--- config.mk ---
export PLATFORM = sky130hd
export DESIGN_NAME = acc_alu
export DESIGN_NICKNAME = d
export VERILOG_FILES = /design/src/rtl/acc_alu_pkg.sv /design/src/rtl/acc_alu_addsub.sv /design/src/rtl/acc_alu_logic.sv /design/src/rtl/acc_alu_bcdfix.sv /design/src/rtl/acc_alu.sv
export SDC_FILE = /design/constraint.sdc
export NUM_CORES = 1
export LEC_CHECK = 0
export CAP_MARGIN = 40
export CORE_ASPECT_RATIO = 0.75
export CORE_UTILIZATION = 44
export DETAILED_ROUTE_END_ITERATION = 6
export SETUP_SLACK_MARGIN = 0.2
export SKIP_LAST_GASP = 1
export SLEW_MARGIN = 20
export SYNTH_ARGS = -nofsm -noshare
export SYNTH_HDL_FRONTEND = slang
export SYNTH_SLANG_ARGS = --single-unit
--- constraint.sdc ---
create_clock -name clk -period 5.1 [get_ports clk]
set_input_delay 1.02 -clock clk [delete_from_list [all_inputs] [get_ports clk]]
set_output_delay 1.02 -clock clk [all_outputs]
set_load 0.1 [all_outputs]
--- src/rtl/acc_alu_pkg.sv ---
package acc_alu_pkg;
    localparam int DW  = 8;
    localparam int NIB = 4;
    localparam int OPW = 4;

    // flag bit positions
    localparam int F_C  = 0;
    localparam int F_N  = 1;
    localparam int F_PV = 2;
    localparam int F_H  = 4;
    localparam int F_Z  = 6;
    localparam int F_S  = 7;

    typedef enum logic [OPW-1:0] {
        OP_ADD = 4'd0,
        OP_ADC = 4'd1,
        OP_SUB = 4'd2,
        OP_SBC = 4'd3,
        OP_CMP = 4'd4,
        OP_AND = 4'd5,
        OP_OR  = 4'd6,
        OP_XOR = 4'd7,
        OP_NEG = 4'd8,
        OP_INV = 4'd9,
        OP_DEC = 4'd10,
        OP_STC = 4'd11,
        OP_TGC = 4'd12
    } alu_op_e;

    typedef enum logic [1:0] {
        LG_AND = 2'd0,
        LG_OR  = 2'd1,
        LG_XOR = 2'd2
    } logic_kind_e;

    typedef struct packed {
        logic [DW-1:0] acc;
        logic [DW-1:0] flg;
    } alu_regs_t;

    function automatic logic even_parity(input logic [DW-1:0] v);
        return ~(^v);
    endfunction

    function automatic logic [DW-1:0] build_flags(
        input logic [DW-1:0] res,
        input logic          h,
        input logic          pv,
        input logic          n,
        input logic          c
    );
        logic [DW-1:0] f;
        f       = '0;
        f[F_S]  = res[DW-1];
        f[F_Z]  = (res == '0);
        f[F_H]  = h;
        f[F_PV] = pv;
        f[F_N]  = n;
        f[F_C]  = c;
        return f;
    endfunction
endpackage

--- src/rtl/acc_alu_addsub.sv ---
module acc_alu_addsub #(
    parameter int W  = 8,
    parameter int HB = 4
) (
    input  logic [W-1:0] x,
    input  logic [W-1:0] y,
    input  logic         cin,
    input  logic         sub,
    output logic [W-1:0] res,
    output logic         co,
    output logic         hc,
    output logic         ov
);
    logic [W:0]  full;
    logic [HB:0] part;

    always_comb begin
        if (sub) begin
            full = {1'b0, x} - {1'b0, y} - {{W{1'b0}}, cin};
            part = {1'b0, x[HB-1:0]} - {1'b0, y[HB-1:0]} - {{HB{1'b0}}, cin};
            ov   = (x[W-1] != y[W-1]) && (full[W-1] != x[W-1]);
        end else begin
            full = {1'b0, x} + {1'b0, y} + {{W{1'b0}}, cin};
            part = {1'b0, x[HB-1:0]} + {1'b0, y[HB-1:0]} + {{HB{1'b0}}, cin};
            ov   = (x[W-1] == y[W-1]) && (full[W-1] != x[W-1]);
        end
        res = full[W-1:0];
        co  = full[W];
        hc  = part[HB];
    end
endmodule

--- src/rtl/acc_alu_logic.sv ---
module acc_alu_logic
    import acc_alu_pkg::*;
#(
    parameter int W = 8
) (
    input  logic [W-1:0] a,
    input  logic [W-1:0] b,
    input  logic_kind_e  kind,
    output logic [W-1:0] res
);
    for (genvar i = 0; i < W; i++) begin : g_bit
        always_comb begin
            unique case (kind)
                LG_AND:  res[i] = a[i] & b[i];
                LG_OR:   res[i] = a[i] | b[i];
                LG_XOR:  res[i] = a[i] ^ b[i];
                default: res[i] = a[i] ^ b[i];
            endcase
        end
    end
endmodule

--- src/rtl/acc_alu_bcdfix.sv ---
module acc_alu_bcdfix
    import acc_alu_pkg::*;
(
    input  logic [DW-1:0] a,
    input  logic          n_in,
    input  logic          h_in,
    input  logic          c_in,
    output logic [DW-1:0] res,
    output logic          h_out,
    output logic          c_out
);
    localparam logic [NIB-1:0] DIGIT_MAX = 4'd9;
    localparam logic [NIB-1:0] SIX       = 4'd6;
    localparam logic [DW-1:0]  BYTE_MAX  = 8'h99;

    logic          lo_over;
    logic          hi_over;
    logic [DW-1:0] corr;

    always_comb begin
        lo_over = a[NIB-1:0] > DIGIT_MAX;
        hi_over = a > BYTE_MAX;
        corr    = {(c_in | hi_over) ? SIX : '0, (h_in | lo_over) ? SIX : '0};
        c_out   = c_in | hi_over;
        res     = n_in ? (a - corr) : (a + corr);
        h_out   = n_in ? (h_in & (a[NIB-1:0] < SIX)) : lo_over;
    end
endmodule

--- src/rtl/acc_alu.sv ---
module acc_alu
    import acc_alu_pkg::*;
(
    input  logic          clk,
    input  logic          rst_n,
    input  logic          op_valid,
    input  logic [OPW-1:0] op_sel,
    input  logic [DW-1:0] opnd,
    output logic [DW-1:0] acc_q,
    output logic [DW-1:0] flags_q
);
    alu_regs_t st_q;
    alu_regs_t st_d;

    // arithmetic path
    logic [DW-1:0] as_x;
    logic [DW-1:0] as_y;
    logic          as_cin;
    logic          as_sub;
    logic [DW-1:0] as_res;
    logic          as_co;
    logic          as_hc;
    logic          as_ov;

    // logic path
    logic_kind_e   lg_kind;
    logic [DW-1:0] lg_res;

    // decimal path
    logic [DW-1:0] dc_res;
    logic          dc_h;
    logic          dc_c;

    alu_op_e op;
    assign op = alu_op_e'(op_sel);

    always_comb begin
        as_x   = st_q.acc;
        as_y   = opnd;
        as_cin = 1'b0;
        as_sub = 1'b0;
        unique case (op)
            OP_ADC: as_cin = st_q.flg[F_C];
            OP_SUB, OP_CMP: as_sub = 1'b1;
            OP_SBC: begin
                as_sub = 1'b1;
                as_cin = st_q.flg[F_C];
            end
            OP_NEG: begin
                as_sub = 1'b1;
                as_x   = '0;
                as_y   = st_q.acc;
            end
            default: ;
        endcase
    end

    acc_alu_addsub #(.W(DW), .HB(NIB)) addsub_i (
        .x   (as_x),
        .y   (as_y),
        .cin (as_cin),
        .sub (as_sub),
        .res (as_res),
        .co  (as_co),
        .hc  (as_hc),
        .ov  (as_ov)
    );

    always_comb begin
        unique case (op)
            OP_AND:  lg_kind = LG_AND;
            OP_OR:   lg_kind = LG_OR;
            default: lg_kind = LG_XOR;
        endcase
    end

    acc_alu_logic #(.W(DW)) logic_i (
        .a    (st_q.acc),
        .b    (opnd),
        .kind (lg_kind),
        .res  (lg_res)
    );

    acc_alu_bcdfix bcdfix_i (
        .a     (st_q.acc),
        .n_in  (st_q.flg[F_N]),
        .h_in  (st_q.flg[F_H]),
        .c_in  (st_q.flg[F_C]),
        .res   (dc_res),
        .h_out (dc_h),
        .c_out (dc_c)
    );

    always_comb begin
        st_d = st_q;
        if (op_valid) begin
            unique case (op)
                OP_ADD, OP_ADC: begin
                    st_d.acc = as_res;
                    st_d.flg = build_flags(as_res, as_hc, as_ov, 1'b0, as_co);
                end
                OP_SUB, OP_SBC, OP_NEG: begin
                    st_d.acc = as_res;
                    st_d.flg = build_flags(as_res, as_hc, as_ov, 1'b1, as_co);
                end
                OP_CMP: begin
                    st_d.flg = build_flags(as_res, as_hc, as_ov, 1'b1, as_co);
                end
                OP_AND, OP_OR, OP_XOR: begin
                    st_d.acc = lg_res;
                    st_d.flg = build_flags(lg_res, 1'b0, even_parity(lg_res), 1'b0, 1'b0);
                end
                OP_INV: st_d.acc = ~st_q.acc;
                OP_DEC: begin
                    st_d.acc = dc_res;
                    st_d.flg = build_flags(dc_res, dc_h, even_parity(dc_res),
                                           st_q.flg[F_N], dc_c);
                end
                OP_STC: st_d.flg[F_C] = 1'b1;
                OP_TGC: st_d.flg[F_C] = ~st_q.flg[F_C];
                default: ;
            endcase
        end
    end

    always_ff @(posedge clk) begin
        if (!rst_n) begin
            st_q <= '0;
        end else begin
            st_q <= st_d;
        end
    end

    assign acc_q   = st_q.acc;
    assign flags_q = st_q.flg;
endmodule

==> flow_metrics.py <==
metrics = {
    "route": {
        "drt_first_pass_iters": 4,
        "detail_route.wirelength_um": 10000,
        "final_antenna_net_count": 0,
        "route.detailed.vias_per_inst": 5.71,
        "routedWlPerCell_um": 17.2,
        "drcViolationCount": 0,
        "total_via_count_in_the_routed_design": 3314,
        "starting_drt_drc_count": 284,
    },
    "sta": {
        "hold_viol": 0,
        "max_clock_freq_mhz": 219,
        "setup_total_negative_slack_ns": 0,
        "relSlewSlack": 0.476,
        "worst_slack_ns": 0.534,
        "period_minus_slack_ns": 4.57,
        "report.final.slew_viol_count": 0,
        "final.period_utilization": 0.895,
        "setup-violations-final": 0,
        "worstMarginPinSlew_ns": 0.781,
        "unrepaired_setup_endpoints_after_global_routing": "false",
        "worst_clock_skew_ns": 0.00709,
    },
    "place": {
        "postPlaceCellArea_um2": 3760,
        "place.port_buffers": 28,
        "place_ws_ns": 0.201,
        "dpl.hpwl_um": 7860,
        "globalplace.congestion": 0.909,
    },
    "final_layout": {
        "regArea_um2": 280,
        "fill_cells": 707,
        "layout_net_count": 554,
        "multi_input_area_um2": 2620,
        "final_util": 0.551,
        "post_route_cells_drive_above_1_share": 0.0768,
        "design_area_um2": 3820,
        "area.growth.synth_to_final_pct": 19.3,
        "n_antenna_cell": 0,
    },
    "floorplanning": {
        "start_util": 0.462,
        "total_core_area_um2": 6930,
        "floorplan.die.height_um": 75.9,
        "fp.dieW_um": 100,
        "boundaryPins": 31,
        "die-area_um2": 7620,
        "num_rows": 26,
    },
    "synthesis": {
        "synth_area_leaders": "sky130_fd_sc_hd__ha_1 20%, sky130_fd_sc_hd__dfxtp_1 8.8%, sky130_fd_sc_hd__o21ai_0 6.7%, sky130_fd_sc_hd__inv_1 5.5%, sky130_fd_sc_hd__nand2_1 5.2%",
        "synthCells": 452,
        "synth-seq-area-share": 0.0876,
        "synth-edff-count": 0,
        "synth.cells.most_frequent": "52 x sky130_fd_sc_hd__ha_1, 47 x sky130_fd_sc_hd__inv_1, 44 x sky130_fd_sc_hd__nand2_1",
        "synth_cell_types": 60,
        "yosysWarningCount": 0,
        "fraction_of_registers_with_async_set_reset": 0,
        "postSynthRegisterBits": 14,
        "post-synth-top-area-fraction": 0.203,
        "yosys.area.top_type": "sky130_fd_sc_hd__ha_1",
        "synth_ff_type": "sky130_fd_sc_hd__dfxtp_1",
        "yosys.cell_count.top_type": "sky130_fd_sc_hd__ha_1",
        "postSynthAreaPerCell_um2": 7.08,
        "netlist_area_um2": 3200,
    },
    "clock_tree": {
        "clock_tree.buffer_depth": 2,
        "latest_clock_arrival_within_the_worst_skew_pair_ns": 0.26,
        "clock_tree.root_cell": "sky130_fd_sc_hd__clkbuf_8",
        "numCtsBuffers": 3,
        "cts_tree": "done",
        "tritoncts_num_sinks": 14,
        "cts-hold-fix-buffers": 0,
        "cts.repair.resized": 0,
        "ctsHtreeMaxLevel": 1,
        "clk_transition_reported_paths_ns": 0.07,
        "cts_setup_buffers": 0,
    },
    "global_routing": {
        "grt_first_pass_wirelength_um": 15800,
        "globalRoute.totalOverflow": 0,
        "grt_max_degree": 44,
        "grt_use_total": 0.273,
        "grt_antenna_before_repair": 0,
        "grt_pass1_vias": 2945,
    },
    "power_and_ir_drop": {
        "vdd.ir_drop.worst_mv": 0.185,
        "total_power_divided_by_cell_area_nw_per_um2": 293,
        "power.static_leakage_nw": 1.69,
    },
    "worst_setup_path": {
        "worst_ep_required_time_ns": 5.28,
        "critical_path.top_delay_family": "simple AND/OR/NAND/NOR gates",
        "cpMostUsedCell": "sky130_fd_sc_hd__fa_1",
        "cp-startpoint": "op_sel[2]",
        "start_kind": "primary input",
        "critical_path_arrival_ns": 4.74,
        "worstPathBufferInverterCount": 3,
        "r2r_end": "flags_q[2]",
        "timing.critical_path.slowest_cell_delay_ns": 0.67,
        "timing.critical_path.to_type": "register",
        "ff2ff_setup_slack_ns": 1.13,
        "slowest_stage": "sky130_fd_sc_hd__or4b_1",
        "critical_path.max_fanout": 17,
        "cell_chain_critical_path": "clkdlybuf4s50_1, buf_4, or4b_1, nand2_1, fa_1, inv_1, fa_1, o21ai_0, nor2b_1, xor2_1, mux2i_1, nor4_1, nand4_1, o31ai_2",
        "r2r-start": "acc_q[1]",
        "cells_on_worst_reg2reg_path": 18,
        "critical_path_class": "primary input to register",
    },
    "worst_hold_path": {
        "worst_hold_path.endpoint": "flags_q[2]",
        "min_path_type": "register to register",
        "hold_path_depth": 2,
        "hp_start": "flags_q[2]",
    },
    "run": {
        "max-cap-violations": 0,
    },
    "run_status": {
        "outcome": "finished, final reports clean",
    },
}
## worst max-delay path by stage
stage,slack [ns],endpoint,cells past startpoint
after global placement,0.26,flags_q[6],15
after floorplan,0.99,flags_q[0],14
after CTS,0.43,flags_q[6],15
final,0.53,flags_q[6],14
after detailed placement,0.20,flags_q[6],15
after global routing,0.29,flags_q[6],14
## stage by stage
step	power, W	hold slack, ns	std cells
6_report	0.00112	0.552	580
5_1_grt	0.00120	0.573	580
4_1_cts	0.00111	0.560	580
3_5_place_dp	0.000989	0.536	576
3_3_place_gp	0.000943	0.543	562
2_1_floorplan	0.000769	0.508	453
## worst reg2reg max path: cells and delay by family (launching register included)
| family | cells | cell delay (ns) |
|---|---|---|
| flops | 1 | 0.66 |
| fa+ha+maj | 3 | 0.91 |
| xor+xnor | 3 | 0.52 |
| compound gates | 8 | 1.40 |
| simple gates | 1 | 0.06 |
| buf+inv | 3 | 0.30 |
## layout by cell type, fill, tap and decap left out, types with 3 or more instances in the layout
cell type	n
sky130_fd_sc_hd__clkbuf_8	4
sky130_fd_sc_hd__o221ai_1	4
sky130_fd_sc_hd__o21ai_0	43
sky130_fd_sc_hd__nand2b_1	10
sky130_fd_sc_hd__nor3_1	7
sky130_fd_sc_hd__nor2_1	29
sky130_fd_sc_hd__buf_8	14
sky130_fd_sc_hd__buf_4	10
sky130_fd_sc_hd__xnor2_1	18
sky130_fd_sc_hd__dfxtp_1	14
sky130_fd_sc_hd__a22oi_1	3
sky130_fd_sc_hd__a21o_1	8
sky130_fd_sc_hd__nand2_1	44
sky130_fd_sc_hd__nor2b_1	6
sky130_fd_sc_hd__xor2_1	9
sky130_fd_sc_hd__clkdlybuf4s50_1	28
sky130_fd_sc_hd__o31ai_1	5
sky130_fd_sc_hd__nand3_1	7
sky130_fd_sc_hd__and3_1	3
sky130_fd_sc_hd__o22ai_1	10
sky130_fd_sc_hd__a31oi_1	9
sky130_fd_sc_hd__ha_1	52
sky130_fd_sc_hd__o211ai_1	8
sky130_fd_sc_hd__fa_1	4
sky130_fd_sc_hd__inv_1	47
sky130_fd_sc_hd__mux2i_1	7
sky130_fd_sc_hd__o21a_1	8
sky130_fd_sc_hd__nor3b_1	3
sky130_fd_sc_hd__a21oi_1	27
## cells by family after synthesis
group / after synthesis / share of synthesized area
AO/OA/AOI/OAI: 148 / 0.296
XOR/XNOR: 27 / 0.0739
adder cells (fa/ha/maj): 56 / 0.228
buffers and inverters: 74 / 0.0973
flip-flops: 14 / 0.0876
multiplexers: 8 / 0.0254
other: 1 / 0.00117
AND/OR/NAND/NOR: 124 / 0.191
## power by group
group / total (W) / switching (W) / internal [W] / leakage, nW
sequential: 0.000152 / 0.0000298 / 0.000122 / 0.116
combinational: 0.000852 / 0.000498 / 0.000353 / 1.55
clock: 0.000114 / 0.0000451 / 0.0000686 / 0.0288
total: 0.00112 / 0.000573 / 0.000544 / 1.69
## registers in the layout, summed over array words and instances (netlist names)
signal,flops
flags_q,6
acc_q,8
## metal layers
| metal | up-vias | GRT usage | part of all wire |
|---|---|---|---|
| met5 | - | 0 | 0 |
| met4 | 0 | 0.0580 | 0.012 |
| met1 | 1518 | 0.408 | 0.51 |
| met2 | 130 | 0.400 | 0.40 |
| li1 | 1651 | - | - |
| met3 | 15 | 0.0560 | 0.077 |
## cell type report
| type | count | share of cell area |
|---|---|---|
| repair buffers | 52 | 0.148 |
| inverters | 47 | 0.0462 |
| flip-flops and latches | 14 | 0.0734 |
| multi-input cells | 365 | 0.686 |
| clock buffers | 4 | 0.0144 |
| well taps | 98 | 0.0321 |
Power figures use the tool's default switching activity.
